--- src/rtl/irq_sel_pkg.sv ---
package irq_sel_pkg;
  localparam int NUM_M  = 2;
  localparam int STAT_W = 8;
  // bit positions inside each status register
  localparam int B_PEER = 7;
  localparam int B_SELF = 6;
  localparam int B_LOST = 3;
  localparam int B_BUSY = 2;
  localparam int B_INIT = 1;
  localparam int B_EXT  = 0;

  typedef struct packed {
    logic             extActive;
    logic [NUM_M-1:0] clrEvt;
    logic [NUM_M-1:0] setLost;
    logic [NUM_M-1:0] setBusy;
    logic [NUM_M-1:0] setInit;
  } ctrl_strb_t;
endpackage

--- src/rtl/irq_sel_ctrl.sv ---
module irq_sel_ctrl
  import irq_sel_pkg::*;
#(
  parameter int SYNC_STAGES = 2,
  parameter int CLR_TICK    = 2
) (
  input  logic             clk,
  input  logic             rstN,
  input  logic             dsIrqN,
  input  logic [NUM_M-1:0] evtLost,
  input  logic [NUM_M-1:0] evtBusy,
  input  logic [NUM_M-1:0] evtInit,
  input  logic [NUM_M-1:0] recReq,
  input  logic [NUM_M-1:0] rdEn,
  input  logic [NUM_M-1:0] rdTick,
  output ctrl_strb_t       strb
);
  localparam int CNT_W = $clog2(CLR_TICK + 1);

  logic [SYNC_STAGES-1:0] syncQ;
  logic [NUM_M-1:0]       clrVec;

  always_ff @(posedge clk) begin
    if (!rstN) syncQ <= '0;
    else       syncQ <= {syncQ[SYNC_STAGES-2:0], ~dsIrqN};
  end

  for (genvar g = 0; g < NUM_M; g++) begin : g_rd
    logic [CNT_W-1:0] tickCnt;

    always_ff @(posedge clk) begin
      if (!rstN || !rdEn[g])                          tickCnt <= '0;
      else if (rdTick[g] && tickCnt != CNT_W'(CLR_TICK)) tickCnt <= tickCnt + 1'b1;
    end

    assign clrVec[g] = rdEn[g] & rdTick[g] & (tickCnt == CNT_W'(CLR_TICK - 1));

    // the opening tick of a read never clears
    assert_first_tick_no_clr_R8: assert property (@(posedge clk) disable iff (!rstN)
      ($rose(rdEn[g]) && rdTick[g]) |-> !clrVec[g]);
  end

  always_comb begin
    strb.extActive = syncQ[SYNC_STAGES-1];
    strb.clrEvt    = clrVec;
    strb.setLost   = evtLost;
    strb.setBusy   = evtBusy & ~recReq;
    strb.setInit   = evtInit;
  end
endmodule

--- src/rtl/irq_sel_dp.sv ---
module irq_sel_dp
  import irq_sel_pkg::*;
(
  input  logic             clk,
  input  logic             rstN,
  input  ctrl_strb_t       strb,
  input  logic [NUM_M-1:0] intMask,
  input  logic [NUM_M-1:0] selfTest,
  input  logic [NUM_M-1:0] peerTest,
  output logic [NUM_M-1:0][STAT_W-1:0] statAll,
  output logic [NUM_M-1:0] irqN
);
  for (genvar g = 0; g < NUM_M; g++) begin : g_reg
    localparam int OTH = NUM_M - 1 - g;
    logic [STAT_W-1:0] regQ;

    always_ff @(posedge clk) begin
      if (!rstN) begin
        regQ <= '0;
      end else begin
        regQ[B_PEER]  <= peerTest[OTH];
        regQ[B_SELF]  <= selfTest[g];
        regQ[5:4]     <= 2'b00;
        regQ[B_LOST]  <= (regQ[B_LOST] & ~strb.clrEvt[g]) | strb.setLost[g];
        regQ[B_BUSY]  <= (regQ[B_BUSY] & ~strb.clrEvt[g]) | strb.setBusy[g];
        regQ[B_INIT]  <= (regQ[B_INIT] & ~strb.clrEvt[g]) | strb.setInit[g];
        regQ[B_EXT]   <= strb.extActive & ~intMask[g];
      end
    end

    assign statAll[g] = regQ;
    assign irqN[g]    = ~|regQ;

    assert_self_irq_R4: assert property (@(posedge clk) disable iff (!rstN)
      selfTest[g] |=> !irqN[g]);
    assert_peer_bit_R5: assert property (@(posedge clk) disable iff (!rstN)
      peerTest[OTH] |=> regQ[B_PEER]);
    assert_mask_blocks_R3: assert property (@(posedge clk) disable iff (!rstN)
      intMask[g] |=> !regQ[B_EXT]);
    assert_ext_survives_R6: assert property (@(posedge clk) disable iff (!rstN)
      (regQ[B_EXT] && strb.extActive && !intMask[g]) |=> regQ[B_EXT]);
    assert_event_wins_R9: assert property (@(posedge clk) disable iff (!rstN)
      strb.setLost[g] |=> regQ[B_LOST]);
    assert_read_clear_R8: assert property (@(posedge clk) disable iff (!rstN)
      (strb.clrEvt[g] && !strb.setLost[g] && !strb.setBusy[g] && !strb.setInit[g])
        |=> (regQ[B_LOST:B_INIT] == 3'b000));
  end
endmodule

--- src/rtl/dual_master_irq_sel.sv ---
module dual_master_irq_sel
  import irq_sel_pkg::*;
#(
  parameter int SYNC_STAGES = 2,
  parameter int CLR_TICK    = 2
) (
  input  logic       clk,
  input  logic       rstN,
  input  logic       dsIrqN,
  input  logic [1:0] intMask,
  input  logic [1:0] selfTest,
  input  logic [1:0] peerTest,
  input  logic [1:0] evtLost,
  input  logic [1:0] evtBusy,
  input  logic [1:0] evtInit,
  input  logic [1:0] recReq,
  input  logic [1:0] rdEn,
  input  logic [1:0] rdTick,
  output logic [7:0] stat0,
  output logic [7:0] stat1,
  output logic [1:0] irqN
);
  ctrl_strb_t strb;
  logic [NUM_M-1:0][STAT_W-1:0] statAll;

  irq_sel_ctrl #(.SYNC_STAGES(SYNC_STAGES), .CLR_TICK(CLR_TICK)) ctrl_i (
    .clk(clk), .rstN(rstN), .dsIrqN(dsIrqN),
    .evtLost(evtLost), .evtBusy(evtBusy), .evtInit(evtInit), .recReq(recReq),
    .rdEn(rdEn), .rdTick(rdTick), .strb(strb)
  );

  irq_sel_dp dp_i (
    .clk(clk), .rstN(rstN), .strb(strb), .intMask(intMask),
    .selfTest(selfTest), .peerTest(peerTest), .statAll(statAll), .irqN(irqN)
  );

  assign stat0 = statAll[0];
  assign stat1 = statAll[1];
endmodule

--- config.mk ---
export PLATFORM = sky130hd
export DESIGN_NAME = dual_master_irq_sel
export DESIGN_NICKNAME = d
export VERILOG_FILES = /design/src/rtl/irq_sel_pkg.sv /design/src/rtl/irq_sel_ctrl.sv /design/src/rtl/irq_sel_dp.sv /design/src/rtl/dual_master_irq_sel.sv
export SDC_FILE = /design/constraint.sdc
export NUM_CORES = 1
export LEC_CHECK = 0
export CAP_MARGIN = 0
export CORE_UTILIZATION = 33
export CTS_BUF_LIST = sky130_fd_sc_hd__clkbuf_4 sky130_fd_sc_hd__clkbuf_8 sky130_fd_sc_hd__clkbuf_16
export DETAILED_ROUTE_END_ITERATION = 16
export PLACE_DENSITY = 0.76
export SYNTH_ARGS = -nofsm -noshare
export SYNTH_HDL_FRONTEND = slang
export SYNTH_SLANG_ARGS = --single-unit
--- constraint.sdc ---
create_clock -name clk -period 1 [get_ports clk]
set_input_delay 0.2 -clock clk [delete_from_list [all_inputs] [get_ports clk]]
set_output_delay 0.2 -clock clk [all_outputs]
set_load 0.01 [all_outputs]
======== Word-level counts from Yosys, hierarchy flattened ========
Index checks and enable logic that the tools add are counted.
word-level totals
  input port bits ......................... 21
  register bits after elaboration ......... 22
operators by class
  eq/ne operators ......................... 4
  reductions and logical operators ........ 11
  add/sub/neg operators ................... 2
  bitwise operators ....................... 25
operators by type and width
  cell                   number
  $reduce_or A8 Y1       2
  $and A1 B1 Y1          12
  $or A1 B1 Y1           6
  $logic_not A1 Y1       5
  $not A1 Y1             5
  $add A2 B1 Y2 const B  2
  $eq A2 B1 Y1 const B   2
  $ne A2 B2 Y1 const B   2
  $and A2 B2 Y2          1
  $logic_and A1 B1 Y1    2
  $logic_or A1 B1 Y1     2
  $not A2 Y2             1

======== Logic depth before layout (Yosys ltp) ========
Gate-level depths: netlist of the first run.
  depth in word-level cells ............... 5
  gate-level depth with buffers ........... 5
  depth with buffers taken out ............ 5

======== Hierarchy ========
From an unflattened synthesis of the first run, not the netlist that was laid out.
second synthesis, totals
  cell total of the unflattened synthesis .. 78
  area total of the unflattened synthesis .. 775.7 um^2
by module, submodules not included
  module        sequential area each (um^2)  cells an instance  area an instance (um^2)  times used
  irq_sel_dp    240.2                        41                 431.7                    1
  irq_sel_ctrl  120.1                        37                 344.1                    1

======== Least setup slack after synthesis of the first run ========
OpenSTA, ideal clock, no wires.
  kind .................................... register -> output
  start ................................... register dp_i.g_reg[1].regQ[1]
  end ..................................... output port irqN[1]
  path buffers ............................ 0
  stages on the path, launching flop included .. 3
  slack ................................... -0.240 ns
  data arrival time ....................... 1.040 ns
  required time ........................... 0.800 ns
  path through ............................ dfxtp_1 -> or4_1 -> nor3_2
between the ends
  cells in the longest elaborated chain, start to end .. 2
RTL lines
  what                               line                       text
  from (decl)                        irq_sel_dp.sv:15           logic [STAT_W-1:0] regQ;
  from (signal, indexed assignment)  irq_sel_dp.sv:21           regQ[B_PEER] <= peerTest[OTH];
  from (signal, indexed assignment)  irq_sel_dp.sv:22           regQ[B_SELF] <= selfTest[g];
  from (signal, indexed assignment)  irq_sel_dp.sv:24           regQ[B_LOST] <= (regQ[B_LOST] & ~strb.clrEvt[g]) | strb.setLost[g];
  $reduce_or A8 Y1                   irq_sel_dp.sv:32           assign irqN[g] = ~|regQ;
  $logic_not A1 Y1                   irq_sel_dp.sv:32
  to (decl)                          dual_master_irq_sel.sv:21  output logic [1:0] irqN
Every way passes these cells.

======== Worst setup path after layout of the first run ========
  start ................................... register dp_i.g_reg[0].regQ[3]
  end ..................................... output port irqN[0]
between the ends
  cells in the longest elaborated chain, start to end .. 2
RTL lines
  what                               line
  from (decl)                        irq_sel_dp.sv:15
  from (signal, indexed assignment)  irq_sel_dp.sv:21
  from (signal, indexed assignment)  irq_sel_dp.sv:22
  from (signal, indexed assignment)  irq_sel_dp.sv:24
  $reduce_or A8 Y1                   irq_sel_dp.sv:32
  $logic_not A1 Y1                   irq_sel_dp.sv:32
Every way passes these cells.

==> run_results.csv, run 1 <==
group,metric,value,unit
placed_design,port_buffers,34,
timing,finalHoldViolCount,0,
die,die_area,0.00230,mm^2
routing,firstDrtPassIters,4,
synthesis,ys_ff_latch,18,
cts,cts_buffers,3,
setup_path,crit_required,800,ps
layout,antenna_cells,0,
grt,grt_pass1_wl,2.06,mm
setup_path,startpoint_type,"flip-flop",
setup_path,crit_type,"reg2out",
hold_path,hold_path_class,"in2reg",
synthesis,synth-seq-area-share,51.7,%
cts,clockBufferDepth,2,
setup_path,crit-reg2reg-launch,"ctrl_i.g_rd[0].tickCnt[0]$_SDFFE_PP0P_",
setup_path,critical_path_peak_fanout,2,
die,die_h,48.0,um
cts,insertion_delay,280,ps
cts,hold_buffers,0,
synthesis,syn_inst,73,
timing,grt_setup_unrepaired,"yes",
cts,cts_num_sinks,18,
power_and_ir_drop,clock_power_share,27.2,%
grt,grt_max_degree,11,
grt,grt-ovfl-total,0,
power_and_ir_drop,power.leakage,0.541,nW
synthesis,avgSynthCellArea,9.55,um^2
timing,period_needed,1620,ps
layout,utilization,65.4,%
routing,avgRoutedWirePerCell,11.7,um
layout,area_growth,86.0,%
grt,grt_use_total,13.2,%
synthesis,yosysWarnings,0,
cts,cts_tree,"yes",
placed_design,gp_congestion,0.696,
timing,worst_slack,-624,ps
placed_design,pre_cts_slack,-680,ps
setup_path,startpoint,"dp_i.g_reg[0].regQ[3]$_SDFF_PN0_",
power_and_ir_drop,intPower,1.20,mW
grt,first_global_vias,536,
grt,antenna_found_initial,0,
setup_path,cp-end-kind,"output port",
timing,maxSlewViolCount,0,
cts,clk_pin_slew,100,ps
routing,via_count,651,
layout,design_area,0.00130,mm^2
power_and_ir_drop,pwr-share-comb,22.6,%
die,die_w,48.0,um
run_status,violations,"setup timing",
synthesis,syn_area,697,um^2
layout,drive_above_1_share,54.5,%
layout,fin_nets,147,
timing,setup_viol_count_final,7,
setup_path,cp.arrival,1420,ps
placed_design,dp_hpwl,1.14,mm
placed_design,dpl_cell_area,0.00110,mm^2
routing,drcViolationCount,0,
timing,min_period_over_period,162,%
cts,htree_num_levels,1,
setup_path,reg2reg_depth,5,
hold_path,holdPathStages,3,
timing,fin_skew,8.14,ps
hold_path,holdCritStartpoint,"rstN",
routing,drt_iter0_drc,3,
power_and_ir_drop,netSwitchingFraction,23.8,%
power_and_ir_drop,ir_drop,0.665,mV
die,coreArea,0.00198,mm^2
power_and_ir_drop,p_switching,0.376,mW
placed_design,dp_cells,138,
run,cap_violations,0,
cts,root_buffer,"clkbuf_4",
die,start_util,35.2,%
routing,vias_per_cell,4.40,
power_and_ir_drop,p_seq_share,50.2,%
layout,fin_cells,148,
die,rows,16,
power_and_ir_drop,powerDensity,1220,mW/mm^2
synthesis,ys_types,17,
routing,drt_wl_total,1.74,mm
run_status,outcome,"complete, but fails checks",
timing,fmaxAchievable,616,MHz
die,ioPinCount,39,
routing,ant_nets,0,
final timing paths:
| path | end | slack (ps) |
|---|---|---|
| worst max-delay path | irqN[0] | -620 |
| worst min register to register | ctrl_i.syncQ[1]$_SDFF_PN0_ | 460 |
| worst max register to register | ctrl_i.g_rd[0].tickCnt[0]$_SDFFE_PP0P_ | -20 |
| worst min-delay path | dp_i.g_reg[0].regQ[2]$_SDFF_PN0_ | 420 |
routing by layer:
metal | vias to the layer above | wire (um) | track usage (%)
met5 | - | 0 | 0
met4 | 0 | 9 | 3.33
met3 | 2 | 134 | 2.64
met2 | 25 | 933 | 25.7
met1 | 299 | 658 | 14.2
li1 | 325 | - | -
cell usage after synthesis, drive strengths merged:
cell | count | area [um^2]
ha | 4 | 50.1
nor2 | 6 | 22.5
dfxtp | 18 | 360
conb | 1 | 3.75
inv | 4 | 15.0
and2 | 5 | 31.3
nand2 | 5 | 18.8
clkbuf | 1 | 3.75
xnor2 | 2 | 17.5
buf | 4 | 30.0
nor3 | 2 | 20.0
a21oi | 4 | 20.0
nand3 | 4 | 20.0
or4 | 2 | 15.0
o21ai | 2 | 10.0
a211oi | 2 | 15.0
nor2b | 7 | 43.8
power by group through the flow:
stage	Sequential (mW)	Clock (mW)	Combinational, mW
after floorplan	0.811	0	0.0998
after global placement	0.797	0	0.281
after detailed placement	0.800	0	0.288
after CTS	0.790	0.439	0.295
after global routing	0.796	0.476	0.390
final	0.792	0.429	0.357
repair_timing:
action / in CTS / in global routing
gates resized for setup: 76 / 27
pin swaps: 7 / 9
setup buffers: 4 / 4
setup endpoints to repair: 19 / 19
metrics by stage:
stage / hold WS (ps) / power [mW] / TNS, ps
2_1_floorplan: 272 / 0.911 / -481
3_3_place_gp: 416 / 1.08 / -5470
3_5_place_dp: 447 / 1.09 / -5770
4_1_cts: 414 / 1.52 / -1700
5_1_grt: 423 / 1.66 / -2050
6_report: 419 / 1.58 / -1480
registers in the layout (all words and copies together) (netlist names):
register,count
ctrl_i.g_rd.tickCnt,4
ctrl_i.syncQ,2
dp_i.g.regQ,12
cell families after synthesis:
family	after synthesis	share of synthesized area, %
and+or+nand+nor	31	24.6
buffers and inverters	9	7.00
AOI/OAI and AO/OA	8	6.46
adders and majority gates	4	7.18
DFF	18	51.7
xor gates and xnor gates	2	2.51
other	1	0.538
layout by cell type, fill, tap and decap left out, types with 4 or more instances in the layout:
master	n
and2_1	5
buf_2	8
buf_4	9
buf_6	6
clkdlybuf4s50_1	19
conb_1	4
dfxtp_1	4
dfxtp_2	12
ha_4	4
nand2_1	5
nor2_1	4
nor2b_1	5
critical path, stage by stage, from the launching register on:
cell and delay (ps):
dfxtp_2 340, or4_4 530, nor3_2 120, buf_2 150
area by class of cell:
class                           instances  area, um^2
Multi-Input combinational cell         49         427
Timing Repair Buffer                   46         402
Sequential cell                        18         383
Clock buffer                            4        36.3
Inverter                                4        15.0
Fill cell                             142         686
Tap cell                               27        33.8
No activity file was read; power rests on OpenSTA's default activity.
==> run 2: changes to the inputs <==
--- a/config.mk
+++ b/config.mk
@@ -5,10 +5,12 @@
 export SDC_FILE = /design/constraint.sdc
 export NUM_CORES = 1
 export LEC_CHECK = 0
+export ABC_CLOCK_PERIOD_IN_PS = 1000
 export CAP_MARGIN = 0
 export CORE_UTILIZATION = 33
-export CTS_BUF_LIST = sky130_fd_sc_hd__clkbuf_4 sky130_fd_sc_hd__clkbuf_8 sky130_fd_sc_hd__clkbuf_16
+export CTS_BUF_LIST = sky130_fd_sc_hd__clkbuf_16
 export DETAILED_ROUTE_END_ITERATION = 16
+export GPL_TIMING_DRIVEN = 0
 export PLACE_DENSITY = 0.76
 export SYNTH_ARGS = -nofsm -noshare
 export SYNTH_HDL_FRONTEND = slang
==> run_results.csv, run 2 (synthesis results as in run 1) <==
group,metric,value,unit
layout,largest-register,"dp_i.g.regQ",
run_status,violations,"setup timing",
layout,final_cell_mix,"18 x clkdlybuf4s50_1, 11 x dfxtp_2, 11 x buf_2",
setup_path,critical_path_peak_fanout,2,
placed_design,gp_congestion,0.675,
grt,first_global_vias,511,
cts,cts_num_sinks,18,
cts,insertion_delay,250,ps
layout,top_regs,"dp_i.g.regQ: 12 flops, ctrl_i.g_rd.tickCnt: 4 flops, ctrl_i.syncQ: 2 flops",
layout,area_growth,84.4,%
die,ioPinCount,39,
routing,ant_nets,0,
hold_path,hold_path_class,"in2reg",
setup_path,crit-reg2reg-launch,"ctrl_i.g_rd[0].tickCnt[0]$_SDFFE_PP0P_",
die,die_h,48.0,um
grt,grt_max_degree,11,
power_and_ir_drop,powerDensity,1490,mW/mm^2
die,die_area,0.00230,mm^2
routing,drt_wl_total,1.62,mm
routing,drcViolationCount,0,
grt,grt-ovfl-total,0,
layout,fin_nets,145,
setup_path,crit_type,"reg2out",
setup_path,startpoint_type,"flip-flop",
routing,via_count,634,
cts,htree_num_levels,1,
grt,antenna_found_initial,0,
routing,avgRoutedWirePerCell,11.1,um
timing,min_period_over_period,153,%
timing,maxSlewViolCount,0,
setup_path,cp.arrival,1330,ps
setup_path,crit_required,800,ps
placed_design,port_buffers,34,
timing,grt_setup_unrepaired,"yes",
cts,root_buffer,"clkbuf_16",
die,rows,16,
run,cap_violations,0,
routing,vias_per_cell,4.34,
power_and_ir_drop,power.leakage,0.555,nW
setup_path,cp-end-kind,"output port",
layout,antenna_cells,0,
routing,firstDrtPassIters,2,
setup_path,startpoint,"dp_i.g_reg[1].regQ[7]$_SDFF_PN0_",
timing,worst_hold_slack,401,ps
cts,hold_buffers,0,
run_status,outcome,"complete, but fails checks",
timing,period_needed,1530,ps
timing,fmaxAchievable,653,MHz
grt,grt_pass1_wl,2.03,mm
routing,drt_iter0_drc,1,
cts,cts_tree,"yes",
layout,layout_commonest_cell,"clkdlybuf4s50_1",
placed_design,dp_hpwl,1.07,mm
cts,clk_pin_slew,50,ps
cts,cts_buffers,3,
timing,finalHoldViolCount,0,
layout,drive_above_1_share,50.4,%
timing,setup_viol_count_final,3,
grt,grt_use_total,13.4,%
die,die_w,48.0,um
layout,utilization,64.8,%
power_and_ir_drop,ir_drop,0.971,mV
timing,fin_skew,1.06,ps
cts,clockBufferDepth,2,
hold_path,holdCritStartpoint,"rdTick[0]",
timing,worst_slack,-531,ps
timing,tns,-1060,ps
layout,largest_reg_flops,12,
die,coreArea,0.00198,mm^2
die,start_util,35.2,%
run 2: timing repair:
action,in CTS,in global routing
pin swaps,8,6
resized for setup,71,26
hold endpoints to repair,0,0
setup endpoints to repair,29,20
setup buffers,5,0
run 2: path summary, 6_finish.rpt:
path	end	slack, ps	depth (start not counted)
worst min-delay path	dp_i.g_reg[0].regQ[3]$_SDFF_PN0_	400	4
worst max-delay path	irqN[1]	-530	3
worst min register to register	ctrl_i.syncQ[1]$_SDFF_PN0_	440	1
worst max register to register	dp_i.g_reg[0].regQ[1]$_SDFF_PN0_	10	5
run 2: worst max-delay path: stages (launching register included):
cell     delay (ps)
dfxtp_1         300
or4_4           520
nor3_2          110
buf_2           150
run 2: cell type report:
type / count / area [um^2]
clock buffer: 3 / 75.1
tap: 27 / 33.8
inverter: 4 / 15.0
clock inverter: 1 / 3.75
multi-input combinational: 49 / 419
buffer: 5 / 35.0
sequential: 18 / 374
fill: 144 / 697
timing repair buffer: 39 / 329
run 2: power breakdown:
group          switching, mW  leakage (nW)  total [mW]  internal (mW)
clock                  0.259        0.0385       0.790          0.531
sequential            0.0299         0.152       0.795          0.765
combinational          0.128         0.364       0.329          0.201
total                  0.417         0.555        1.91           1.50
run 2: metrics by stage:
| stage | instances | power, mW | setup slack, ps | cell area (um^2) |
|---|---|---|---|---|
| 2_1_floorplan | 76 | 0.911 | -240 | 716 |
| 3_3_place_gp | 137 | 1.07 | -687 | 1090 |
| 3_5_place_dp | 137 | 1.08 | -693 | 1090 |
| 4_1_cts | 146 | 1.90 | -532 | 1250 |
| 5_1_grt | 146 | 1.98 | -567 | 1280 |
| 6_report | 146 | 1.91 | -531 | 1280 |
run 2: layer usage:
metal | routed length, um | part of all wire, % | global-route usage [%] | vias up
met5 | 0 | 0 | 0 | -
met4 | 14 | 0.86 | 10.0 | 0
met3 | 116 | 7.2 | 3.77 | 2
met2 | 724 | 45 | 20.5 | 25
met1 | 763 | 47 | 15.7 | 283
li1 | - | - | - | 324
==> run 3: changes to the inputs <==
==> constraint.sdc (replaced) <==
create_clock -name clk -period 1 [get_ports clk]
set_input_delay 0.2 -clock clk [delete_from_list [all_inputs] [get_ports clk]]
set_output_delay 0.2 -clock clk [all_outputs]
set_load 0.02 [all_outputs]
==> run_results.csv, run 3 (synthesis results as in run 1) <==
group,metric,value,unit
routing,avgRoutedWirePerCell,11.4,um
grt,antenna_found_initial,0,
die,die_h,48.0,um
cts,root_buffer,"clkbuf_16",
layout,fin_nets,146,
die,coreArea,0.00198,mm^2
power_and_ir_drop,powerDensity,1450,mW/mm^2
routing,via_count,635,
cts,htree_num_levels,1,
setup_path,crit_required,800,ps
timing,finalHoldViolCount,0,
die,die_w,48.0,um
die,rows,16,
timing,setup_viol_count_final,3,
grt,grt_pass1_wl,2.12,mm
cts,clockBufferDepth,2,
setup_path,startpoint_type,"flip-flop",
grt,grt-ovfl-total,0,
layout,final_cell_mix,"18 x clkdlybuf4s50_1, 11 x buf_4, 9 x dfxtp_2",
setup_path,crit_type,"reg2out",
power_and_ir_drop,p_seq_share,41.1,%
layout,antenna_cells,0,
timing,fmaxAchievable,644,MHz
die,start_util,35.2,%
cts,insertion_delay,240,ps
power_and_ir_drop,clock_power_share,39.0,%
layout,largest_reg_flops,12,
power_and_ir_drop,netSwitchingFraction,22.6,%
placed_design,dp_hpwl,1.10,mm
layout,fin_cells,146,
power_and_ir_drop,ir_drop,0.974,mV
die,ioPinCount,39,
timing,period_needed,1550,ps
routing,drcViolationCount,0,
cts,cts_num_sinks,18,
layout,utilization,67.7,%
routing,drt_wl_total,1.66,mm
layout,top_regs,"dp_i.g.regQ: 12 flops, ctrl_i.g_rd.tickCnt: 4 flops, ctrl_i.syncQ: 2 flops",
layout,fill_cells,141,
grt,grt_max_degree,11,
timing,worst_slack,-553,ps
cts,cts_tree,"yes",
power_and_ir_drop,p_switching,0.440,mW
grt,grt_use_total,13.5,%
layout,layout_commonest_cell,"clkdlybuf4s50_1",
cts,hold_buffers,0,
layout,largest-register,"dp_i.g.regQ",
run_status,violations,"setup timing",
routing,vias_per_cell,4.35,
power_and_ir_drop,intPower,1.51,mW
power_and_ir_drop,pwr-share-comb,19.9,%
setup_path,critical_path_peak_fanout,3,
layout,drive_above_1_share,54.6,%
layout,area_growth,92.6,%
hold_path,hold_path_class,"in2reg",
timing,grt_setup_unrepaired,"yes",
timing,fin_skew,0.633,ps
placed_design,port_buffers,34,
setup_path,cp.arrival,1350,ps
grt,first_global_vias,523,
routing,drt_iter0_drc,2,
timing,min_period_over_period,155,%
die,die_area,0.00230,mm^2
cts,clk_pin_slew,50,ps
timing,maxSlewViolCount,0,
setup_path,cp-end-kind,"output port",
routing,ant_nets,0,
cts,cts_buffers,3,
run,cap_violations,0,
placed_design,dp_cells,137,
routing,firstDrtPassIters,4,
power_and_ir_drop,power.leakage,0.562,nW
placed_design,gp_congestion,0.629,
run_status,outcome,"complete, but fails checks",
==> run 3: timing repair <==
item	CTS	global route
pin swaps	12	9
cloned	0	0
setup buffers	5	2
endpoints found under the setup margin	29	15
gates resized for setup	80	27
==> run 3: layout make-up <==
class | count | area [um^2] | area share (%)
Buffer | 5 | 37.5 | 2.80
Tap cell | 27 | 33.8 | 2.52
Inverter | 4 | 15.0 | 1.12
Timing Repair Buffer | 40 | 350 | 26.1
Clock buffer | 3 | 75.1 | 5.59
Multi-Input combinational cell | 49 | 452 | 33.6
Sequential cell | 18 | 379 | 28.2
==> run 3: power by group through the flow <==
stage | Clock (mW) | Sequential (mW) | Combinational (mW)
2_1_floorplan | 0 | 0.839 | 0.126
3_3_place_gp | 0 | 0.807 | 0.319
3_5_place_dp | 0 | 0.808 | 0.325
4_1_cts | 0.775 | 0.797 | 0.346
5_1_grt | 0.799 | 0.803 | 0.420
6_report | 0.759 | 0.801 | 0.386
==> run 3: critical path: stages (launching register included) <==
cell and delay [ps]:
dfxtp_2 330, or4_4 520, nor3_4 130, buf_6 130
==> run 3: stage by stage <==
step	setup WS, ps	total power [mW]	setup TNS [ps]	area, um^2	hold WS (ps)
floorplan	-358	0.966	-709	741	265
global placement	-811	1.13	-8710	1110	416
detailed placement	-818	1.13	-8880	1110	421
CTS	-556	1.92	-1170	1240	439
global route	-584	2.02	-1390	1340	446
finish	-553	1.95	-1100	1340	419
==> run 3: routing by layer <==
| layer | wire, um | vias up | share of wire, % | GRT usage (%) |
|---|---|---|---|---|
| li1 | - | 325 | - | - |
| met1 | 697 | 289 | 42 | 16.2 |
| met2 | 852 | 21 | 51 | 22.4 |
| met3 | 112 | 0 | 6.7 | 3.77 |
| met4 | 0 | 0 | 0 | 6.11 |
| met5 | 0 | - | 0 | 0 |
==> run 3: worst paths after layout <==
kind,startpoint,endpoint,slack [ps],depth (start not counted)
worst min-delay path,rdTick[0],dp_i.g_reg[0].regQ[2]$_SDFF_PN0_,420,4
worst min register to register,ctrl_i.syncQ[1]$_SDFF_PN0_,dp_i.g_reg[1].regQ[0]$_SDFF_PN0_,440,2
worst max register to register,ctrl_i.g_rd[1].tickCnt[0]$_SDFFE_PP0P_,ctrl_i.g_rd[1].tickCnt[0]$_SDFFE_PP0P_,0,5
worst max-delay path,dp_i.g_reg[1].regQ[1]$_SDFF_PN0_,irqN[1],-550,3
